<file path="src/rtl/adc_serial_port.sv">
module adc_serial_port #(
  parameter int W           = 16,
  parameter int CONV_CYCLES = 40
) (
  input  logic         clk,
  input  logic         rst_n,
  input  logic         conv_start,
  input  logic [W-1:0] sample_in,
  input  logic         coding_bin,
  input  logic         clk_ext,
  input  logic         sync_act_low,
  input  logic         sclk_inv,
  input  logic [1:0]   div_sel,
  input  logic         read_during,
  input  logic         sclk_in,
  input  logic         sdin,
  output logic         busy,
  output logic         sclk_out,
  output logic         sync_out,
  output logic         sdout
);

  localparam int CW = $clog2(CONV_CYCLES + 1);
  localparam int BW = $clog2(W);

  logic          busy_q;
  logic [CW-1:0] conv_cnt;
  logic [W-1:0]  pend_q, last_q, sh_q;
  logic          m_act, m_ph;
  logic [3:0]    hcnt;
  logic [BW-1:0] bcnt;
  logic [2:0]    s_pipe;
  logic          samp_q;

  wire master   = ~clk_ext;
  wire start_ok = conv_start & ~busy_q;
  wire conv_end = busy_q & (conv_cnt == '0);

  wire [1:0]   div_eff = (master & ~read_during) ? div_sel : 2'd0;
  wire [3:0]   hper    = 4'd1 << div_eff;
  wire [W-1:0] src     = (master & read_during) ? last_q : pend_q;
  wire [W-1:0] coded   = coding_bin ? src : {~src[W-1], src[W-2:0]};

  wire m_go   = master & ~m_act & (read_during ? start_ok : conv_end);
  wire s_load = ~master & conv_end;
  wire m_tick = m_act & (hcnt == hper - 4'd1);
  wire m_fall = m_tick & m_ph;
  wire s_rise = s_pipe[1] & ~s_pipe[2];
  wire s_fall = ~s_pipe[1] & s_pipe[2];

  always_ff @(posedge clk or negedge rst_n) begin
    if (!rst_n) begin
      busy_q   <= 1'b0;
      conv_cnt <= '0;
      pend_q   <= '0;
      last_q   <= '0;
    end else if (start_ok) begin
      busy_q   <= 1'b1;
      conv_cnt <= CW'(CONV_CYCLES - 1);
      pend_q   <= sample_in;
    end else if (busy_q) begin
      if (conv_cnt == '0) begin
        busy_q <= 1'b0;
        last_q <= pend_q;
      end else begin
        conv_cnt <= conv_cnt - 1'b1;
      end
    end
  end

  always_ff @(posedge clk or negedge rst_n) begin
    if (!rst_n) begin
      m_act <= 1'b0;
      m_ph  <= 1'b0;
      hcnt  <= '0;
      bcnt  <= '0;
    end else if (m_go) begin
      m_act <= 1'b1;
      m_ph  <= 1'b0;
      hcnt  <= '0;
      bcnt  <= '0;
    end else if (m_act) begin
      if (m_tick) begin
        hcnt <= '0;
        m_ph <= ~m_ph;
        if (m_ph) begin
          if (bcnt == BW'(W - 1)) m_act <= 1'b0;
          else                    bcnt  <= bcnt + 1'b1;
        end
      end else begin
        hcnt <= hcnt + 1'b1;
      end
    end
  end

  always_ff @(posedge clk or negedge rst_n) begin
    if (!rst_n) begin
      s_pipe <= '0;
      samp_q <= 1'b0;
    end else begin
      s_pipe <= {s_pipe[1:0], sclk_in ^ sclk_inv};
      if (~master & s_rise) samp_q <= sdin;
    end
  end

  always_ff @(posedge clk or negedge rst_n) begin
    if (!rst_n)                sh_q <= '0;
    else if (m_go | s_load)    sh_q <= coded;
    else if (m_fall)           sh_q <= {sh_q[W-2:0], 1'b0};
    else if (~master & s_fall) sh_q <= {sh_q[W-2:0], samp_q};
  end

  assign busy     = busy_q;
  assign sdout    = sh_q[W-1];
  assign sync_out = (master & m_act) ^ sync_act_low;
  assign sclk_out = master ? ((m_act & m_ph) ^ sclk_inv) : 1'b0;

  wire        sync_on = sync_out ^ sync_act_low;
  wire        eff_clk = sclk_out ^ sclk_inv;
  logic [11:0] sync_len;

  always_ff @(posedge clk or negedge rst_n) begin
    if (!rst_n)       sync_len <= '0;
    else if (sync_on) sync_len <= sync_len + 1'b1;
    else              sync_len <= '0;
  end

  AST_FRAME_LEN: assert property (@(posedge clk) disable iff (!rst_n)
    (!sync_on && $past(sync_on)) |-> (sync_len == (12'(2 * W) << div_eff)));

  AST_DATA_ON_FALL: assert property (@(posedge clk) disable iff (!rst_n)
    (master && $past(master) && sync_on && $past(sync_on) && sdout != $past(sdout))
      |-> ($past(eff_clk) && !eff_clk));

  AST_SCLK_IDLE: assert property (@(posedge clk) disable iff (!rst_n)
    (master && !sync_on) |-> (sclk_out == sclk_inv));

  AST_SLAVE_QUIET: assert property (@(posedge clk) disable iff (!rst_n)
    clk_ext |-> (!sync_on && !sclk_out));

  AST_DURING_START: assert property (@(posedge clk) disable iff (!rst_n)
    (master && read_during && conv_start && !busy && !sync_on) |=> sync_on);

endmodule

</file>
<file path="config.mk">
export PLATFORM = sky130hd
export DESIGN_NAME = adc_serial_port
export DESIGN_NICKNAME = d
export VERILOG_FILES = /design/src/rtl/adc_serial_port.sv
export SDC_FILE = /design/constraint.sdc
export NUM_CORES = 1
export LEC_CHECK = 0
export ABC_AREA = 0
export BUFFER_PORTS_ARGS = -buffer_cell sky130_fd_sc_hd__buf_2
export CAP_MARGIN = 15
export CELL_PAD_IN_SITES_DETAIL_PLACEMENT = 1
export CELL_PAD_IN_SITES_GLOBAL_PLACEMENT = 1
export CORE_ASPECT_RATIO = 0.8
export CORE_UTILIZATION = 31
export CTS_CLUSTER_DIAMETER = 30
export DETAILED_ROUTE_END_ITERATION = 12
export HOLD_SLACK_MARGIN = 0.08
export PLACE_DENSITY_LB_ADDON = 0.1
export SETUP_SLACK_MARGIN = 0.05
export SYNTH_ARGS = -nofsm -noshare
export SYNTH_HDL_FRONTEND = slang
export SYNTH_SLANG_ARGS = --single-unit
</file>
<file path="constraint.sdc">
create_clock -name clk -period 2.26 [get_ports clk]
set_input_delay 0.226 -clock clk [delete_from_list [all_inputs] [get_ports clk]]
set_output_delay 0.226 -clock clk [all_outputs]
set_load 0.02 [all_outputs]
</file>
==> results by stage, run 1 <==
Worst hold path:
- The worst hold path class is in2reg.

Place:
- After detailed placement, the design holds a cell count of 491.
- The placed standard-cell area is 3830 um2.
- The count of buffers added on input and output ports is 31.
- The global placement routability congestion is 0.784.
- Once detailed placement completed, the half-perimeter wirelength came to 5600 um.

Yosys:
- Yosys attributes the largest share of cell area to dfrtp_1 (50%), nand2_1 (6.2%), a22oi_2 (5.7%).
- Yosys mapped the design onto 44 distinct sky130hd cell types.
- The synthesized cell area is 3490 um2.
- The total of flip-flops plus latches after synthesis is 69.
- The post-synthesis net count is 353.
- The average footprint of a synthesized cell is 10.9 um2.
- Synthesis produced 321 cells.
- The share of synthesized area in the top cell type comes to 0.495.
- The count of flip-flops with a built-in enable after synthesis is 0.
- The yosys synthesis warning count is 0.
- dfrtp_1 takes more of the synthesized area than any other cell.
- For this run, the leading register cell type out of synthesis is dfrtp_1.
- The share of the Yosys chip area taken by registers is 0.495.
- The proportion of register bits with asynchronous set or reset after synthesis is 1.00.

Detailed routing:
- The number of DRC violations after detailed routing is 0.
- The via count is 2597.
- After detailed routing, the average wire length per cell comes to 16.0 um.
- Using the TritonRoute via totals, the vias-per-cell ratio works out to 4.96.
- The DRC marker count from the first detailed-route iteration is 98.
- In this run the remaining antenna-violating nets after routing total 0.
- The iteration count of the initial detailed-routing pass is 4.
- The wire length reported by the detailed router is 8390 um.

Timing:
- The hold violation count in the final report is 0.
- The final setup violation count is 0.
- The minimum clock period is 2.02 ns.
- Headroom to the max-slew limit came out at 0.474.
- Setup repair after global routing left no endpoint under its margin.
- The highest achievable clock rate is 0.496 GHz.
- The part of the cycle the worst path needs is 0.892.
- For the pin with the worst max-slew slack, the measured transition is 0.789 ns.
- The worst clock skew on the final layout is 0.00759 ns.
- The setup TNS is 0 ns.
- The final count of pins violating max slew is 0.

Cells and area:
- The number of nets in the layout is 407.
- In the final layout, the share of cells above drive strength 1 is 0.268.
- In the layout the commonest cells are dfrtp_1 (69), nand2_1 (58), buf_2 (31).
- The layout-stage area growth over the synthesis result is 23.2%.
- The repair_antennas step left the layout with diodes totalling 0.
- The count of non-filler cells in the finished layout is 524.
- The final instance area is 4300 um2.
- The library cell used most frequently in the layout, excluding fill and tap cells, is dfrtp_1.

Floorplanning:
- The overall die area is 11700 um2.
- The boundary pin count is 32.
- For this configuration, the core starts out at a cell density of 0.320.
- The core region is 10900 um2.
- The row count is 34.
- The chip width is 121 um.
- The overall die height is 96.9 um.

Power and ir drop:
- The power density over the cells is 1210 nW/um2.
- The worst-case IR drop observed on VDD is 535 uV.
- The completed layout was analyzed and its total power is 0.00520 W.
- The static leakage is 1.98 nW.

Global routing:
- For this run, the total global-route usage over all layers was measured as 0.163.
- The initial antenna violation count is 0.
- The leftover overflow at the end of global routing is 0.
- The maximum number of pins on one net before global-route repair is 33.
- The first-pass GRT wire length is 14500 um.
- The number of global-route vias before repair came to 2723.

Worst setup path:
- For this run, the slowest stage of the critical path takes 0.50 ns.
- At the worst endpoint, the required time is 2.45 ns.
- Walking the worst path, the cells encountered are or3_1 > o2bb2a_1 > nor2_1 > buf_4 > nor3_1.
- The arrival time at the worst endpoint is 2.20 ns.
- Counting both buffers and inverters, the worst setup path holds a total of 1.
- Of all nets on the critical path, the largest fanout is 6.
- The gate family responsible for the most delay along the worst path is simple AND/OR/NAND/NOR gates.
- The critical path is of the reg2reg type.
- The worst setup path is launched from a flip-flop.
- The largest individual stage delay along the critical path comes from the cell or3_1.
- The kind of end point of the critical path is a flip-flop.

Clock tree:
- The clock passes through at most 2 buffers.
- Clock-pin slew was measured on the worst setup and hold paths at 0.06 ns.
- Once the clock tree was built, the setup fixing pass inserted 0 buffers.
- The count of hold-fix buffers inserted at cts is 17.
- Clock latency on the worst-skew pair, taken at its later pin, is 0.33 ns.
- The root buffer selected by CTS is clkbuf_16.
- The H-tree was split into 3 levels.
- The number of clock buffers inserted by TritonCTS is 9.
- The clock net sink count is 69.
- Once the clock tree was built, the resizer swapped 0 gates to a different size.
- The TritonCTS clock tree is yes.

Run:
- The tool flagged a number of max-cap violations equal to 0.

Run status:
- The run finished with clean final reports.
## layout make-up
class / count / area (um2)
fill: 1226 / 6590
clock buffer: 12 / 246
inverter: 5 / 18.8
sequential: 69 / 1730
tap: 144 / 180
timing repair buffer: 62 / 443
multi-input combinational: 228 / 1630
clock inverter: 4 / 47.5
## per-layer routing
metal	global-route usage	vias up	wire, um
met4	0.0427	0	115
met1	0.246	1289	4680
met5	0	-	0
met2	0.219	33	3360
met3	0.0519	9	240
li1	-	1266	-
## final timing paths
check / startpoint / to / slack [ns] / cells after the start
max: conv_cnt[2] / hcnt[2] / 0.24 / 5
min: sclk_inv / s_pipe[0] / 0.11 / 2
max reg2reg: conv_cnt[2] / hcnt[2] / 0.24 / 5
min reg2reg: s_pipe[0] / s_pipe[1] / 0.35 / 0
max in group asynchronous: rst_n / hcnt[1] / 1.07 / 3
min in group asynchronous: rst_n / bcnt[1] / 0.50 / 2
## Yosys cell counts (2+ instances only)
cell type	count
or3_1	5
nand2_1	58
nor4_1	4
o211ai_1	3
nor3_1	2
a2111oi_4	2
o21ai_0	24
mux2_2	17
dfrtp_1	69
ha_1	4
nand3_1	4
buf_4	4
a31oi_1	16
a21oi_1	4
buf_6	2
mux2i_1	17
nand2b_1	4
xnor2_1	7
buf_2	5
a22oi_2	16
nor2_1	10
o22ai_1	2
o31ai_1	2
nor2b_1	2
xor2_1	6
inv_1	5
buf_1	2
o21ai_1	2
clkbuf_1	6
or2_2	3
## worst register-to-register path, cell delays in order, from the launching register on
cell and delay [ns]:
dfrtp_1 0.41, or3_1 0.50, o2bb2a_1 0.37, nor2_1 0.33
buf_4 0.21, nor3_1 0.05
## per-stage QoR
| stage | hold slack, ns | utilization | setup WS [ns] |
|---|---|---|---|
| 6_report | 0.113 | 0.395 | 0.244 |
| 5_1_grt | 0.108 | 0.395 | 0.156 |
| 4_1_cts | 0.0975 | 0.395 | 0.234 |
| 3_5_place_dp | 0.337 | 0.352 | 0.250 |
| 3_3_place_gp | 0.345 | 0.352 | 0.249 |
| 2_1_floorplan | -0.0696 | - | 0.322 |
## report_power, final
| part | switching [W] | internal, W | leakage (nW) |
|---|---|---|---|
| clock | 0.000516 | 0.000881 | 0.143 |
| combinational | 0.000855 | 0.000753 | 0.966 |
| sequential | 0.000417 | 0.00178 | 0.873 |
| total | 0.00179 | 0.00341 | 1.98 |
## cells by family (layout without fill, tap and decap cells)
logic type,count (synthesis),after routing,synth area share
AO/OA/AOI/OAI,77,77,0.179
adder cells (fa/ha/maj),4,4,0.0144
XOR/XNOR,13,13,0.0327
buffers and inverters,24,83,0.0362
flip-flops,69,69,0.495
multiplexers,34,34,0.104
AND/OR/NAND/NOR,100,100,0.139
## flip-flops by register name (all words and copies together) (netlist names), 3 cells and up
register and count:
last_q 16, sh_q 16, pend_q 16, conv_cnt 6, bcnt 4, hcnt 4
s_pipe 3
Power figures use the tool's default switching activity.
==> inputs of run 2 (changes only) <==
BUFFER_PORTS_ARGS = unset   (was -buffer_cell sky130_fd_sc_hd__buf_2)
DONT_BUFFER_PORTS = 1   (was unset)
==> results by stage, run 2 (synthesis results as in run 1) <==
Detailed routing:
- The average vias per placed instance is 5.06 (was 4.96).
- The final antenna-violating net count is 0 (unchanged).
- The DRC marker count from the first detailed-route iteration is 91 (was 98).
- The iteration count of the initial detailed-routing pass is 4 (unchanged).
- The wire length reported by the detailed router is 8530 um (was 8390 um).
- The routed wire length per instance came to 17.2 um (was 16.0 um).
- The number of DRC violations after detailed routing is 0 (unchanged).
- The via count was 2515 (was 2597).

Floorplanning:
- The chip width is 121 um (unchanged).
- The placeable core region came to 10900 um2 (unchanged).
- The overall die height is 96.9 um (unchanged).
- The row count is 34 (unchanged).
- The boundary pin count is 32 (unchanged).
- The overall die area is 11700 um2 (unchanged).
- The effective utilization at floorplan is 0.320 (unchanged).

Global routing:
- The global routing usage summed across all routing layers is 0.163 (about the same).
- The number of global-route vias before repair was 2681 (was 2723).
- The first-pass GRT wire length is 14500 um (about the same).
- The initial antenna violation count is 0 (unchanged).
- The leftover overflow at the end of global routing is 0 (unchanged).
- The maximum number of pins on one net before global-route repair is 70 (was 33).

Clock tree:
- The clock-pin slew on the worst setup and hold paths is 0.06 ns (about the same).
- The number of clock buffers inserted by TritonCTS was 9 (unchanged).
- The number of H-tree levels is 3 (unchanged).
- The clock insertion delay at the later pin of the skew report is 0.33 ns (about the same).
- The number of buffers on the longest clock path is 2 (unchanged).
- The clock net sink count is 69 (unchanged).
- The TritonCTS clock tree is yes (unchanged).
- The root buffer selected by CTS was clkbuf_16 (unchanged).

Timing:
- The final setup violation count is 0 (unchanged).
- The headroom to the max-slew limit is 0.541 (was 0.474).
- The highest achievable clock rate is 0.509 GHz (was 0.496 GHz).
- The final count of pins violating max slew is 0 (unchanged).
- Unrepaired setup endpoints after global routing: no (unchanged).
- The actual slew at the worst max-slew pin came to 0.682 ns (was 0.789 ns).
- The part of the cycle the worst path needs was 0.870 (was 0.892).
- The hold violation count in the final report is 0 (unchanged).
- The worst clock skew on the final layout is 0.00809 ns (was 0.00759 ns).
- The setup TNS is 0 ns (unchanged).
- The minimum clock period was 1.97 ns (was 2.02 ns).

Cells and area:
- The layout-stage area growth over the synthesis result was 20.3% (was 23.2%).
- The fraction of layout instances using a drive strength above 1 is 0.210 (was 0.268).
- The most common cell after layout, fill and taps aside is dfrtp_1 (unchanged).
- The number of inserted diodes came to 0 (unchanged).
- Largest registers: last_q x16, pend_q x16, sh_q x16 (unchanged).
- Leading cell types in the layout, fill and taps excluded: dfrtp_1 (69), nand2_1 (58), o21ai_0 (24) (was dfrtp_1 (69), nand2_1 (58), buf_2 (31)).
- The count of non-filler cells in the finished layout is 497 (was 524).
- The fill cell total of the finished layout is 1190 (was 1226).
- The number of nets in the layout is 380 (was 407).

Worst setup path:
- The depth of the worst register-to-register path was 7 (was 5).
- The worst flop-to-flop path endpoint is sh_q[0] (was hcnt[2]).
- The arrival time at the worst endpoint came to 2.22 ns (was 2.20 ns).
- The first element of the critical path is conv_cnt[0] (was conv_cnt[2]).
- The worst setup path endpoint is sh_q[0] (was hcnt[2]).
- The startpoint of the worst register-to-register path was conv_cnt[0] (was conv_cnt[2]).
- The kind of end point of the critical path was a flip-flop (unchanged).
- The highest-delay cell along the critical path was a22o_4 (was or3_1).
- The worst-case register-to-register setup slack is 0.29 ns (was 0.24 ns).
- The startpoint type of the worst setup path is a flip-flop (unchanged).
- The largest incremental delay on the critical path is 0.40 ns (was 0.50 ns).
- Cell-by-cell listing of the critical path: inv_1 > ha_1 > nand2b_1 > nor3_4 > a22o_4 > or3_1 > a21oi_1 (was or3_1 > o2bb2a_1 > nor2_1 > buf_4 > nor3_1).
- The maximum fanout along the worst path is 32 (was 6).
- The required time reported for the critical path endpoint is 2.51 ns (was 2.45 ns).
- The start-to-end type of the worst setup path is reg2reg (unchanged).

Power and ir drop:
- The power density over the cells is 1230 nW/um2 (was 1210 nW/um2).
- The static leakage came to 1.87 nW (was 1.98 nW).
- The worst supply voltage drop on vdd is 425 uV (was 535 uV).

Run status:
- Result of the run: complete, no violations (unchanged).

Place:
- The global placement routability congestion is 0.710 (was 0.784).
- The number of buffers added on ports is 0 (was 31).
- The cell total after placement came to 457 (was 491).
- The post-detailed-placement half-perimeter wirelength is 5570 um (was 5600 um).

Worst hold path:
- The worst hold path class is in2reg (unchanged).

Run:
- The count of max-cap constraint violations is 0 (unchanged).
[run 2: changes by cell type in the layout (fill, tap and decap cells not counted), moves of 2 or more]
cell and delta:
buf_2 -31, dlygate4sd3_1 +4, clkinvlp_4 +3, clkbuf_1 -2
[run 2: what timing repair did]
item / CTS / global route
endpoints found under the hold margin: 88 / 0
endpoints found under the setup margin: 0 / 10
hold buffers: 22 / 0
resized for setup: 0 / 1
buffers inserted: 0 / 2
[run 2: report_power, final]
group | internal (W) | switching (W) | leakage [nW]
registers | 0.00178 | 0.000426 | 0.873
logic | 0.000741 | 0.000859 | 0.871
clock network | 0.000800 | 0.000541 | 0.130
total | 0.00332 | 0.00183 | 1.87
[run 2: worst min path at each step]
| stage | start | end | slack, ns | depth (start not counted) |
|---|---|---|---|---|
| after floorplan | rst_n | bcnt[0] | -0.07 | 0 |
| after global placement | rst_n | s_pipe[0] | -0.07 | 0 |
| after detailed placement | rst_n | s_pipe[0] | -0.07 | 0 |
| after CTS | coding_bin | sh_q[15] | 0.13 | 2 |
| after global routing | coding_bin | sh_q[15] | 0.14 | 2 |
| final | coding_bin | sh_q[15] | 0.14 | 2 |
[run 2: worst max-delay path, delay by kind of cell, from the launching register on]
family / cells / cell delay (ns)
AOI/OAI and AO/OA: 2 / 0.55
adders and majority gates: 1 / 0.23
DFF: 1 / 0.37
and+or+nand+nor: 3 / 0.64
buffers and inverters: 1 / 0.09
[run 2: area by class of cell]
| class | count | area [um2] | share of cell area |
|---|---|---|---|
| sequential | 69 | 1730 | 0.412 |
| multi-input combinational | 228 | 1650 | 0.392 |
| timing repair buffer | 35 | 335 | 0.0800 |
| clock buffer | 11 | 253 | 0.0603 |
| tap | 144 | 180 | 0.0430 |
| clock inverter | 5 | 35.0 | 0.00835 |
| inverter | 5 | 18.8 | 0.00447 |
[run 2: stage by stage]
stage / utilization / power (W) / setup WS (ns) / cell area, um2 / hold slack (ns)
detailed placement: 0.335 / 0.00377 / 0.147 / 3640 / -0.0663
finish: 0.385 / 0.00515 / 0.294 / 4190 / 0.139
global route: 0.385 / 0.00554 / 0.101 / 4190 / 0.140
floorplan: - / 0.00334 / 0.322 / 3490 / -0.0696
global placement: 0.335 / 0.00372 / 0.306 / 3640 / -0.0671
CTS: 0.383 / 0.00521 / 0.146 / 4170 / 0.131
[run 2: per-layer routing]
layer | wire, um | track usage | vias up
li1 | - | - | 1199
met3 | 349 | 0.0407 | 7
met4 | 97 | 0.0427 | 0
met5 | 0 | 0 | -
met2 | 3460 | 0.226 | 42
met1 | 4620 | 0.247 | 1267
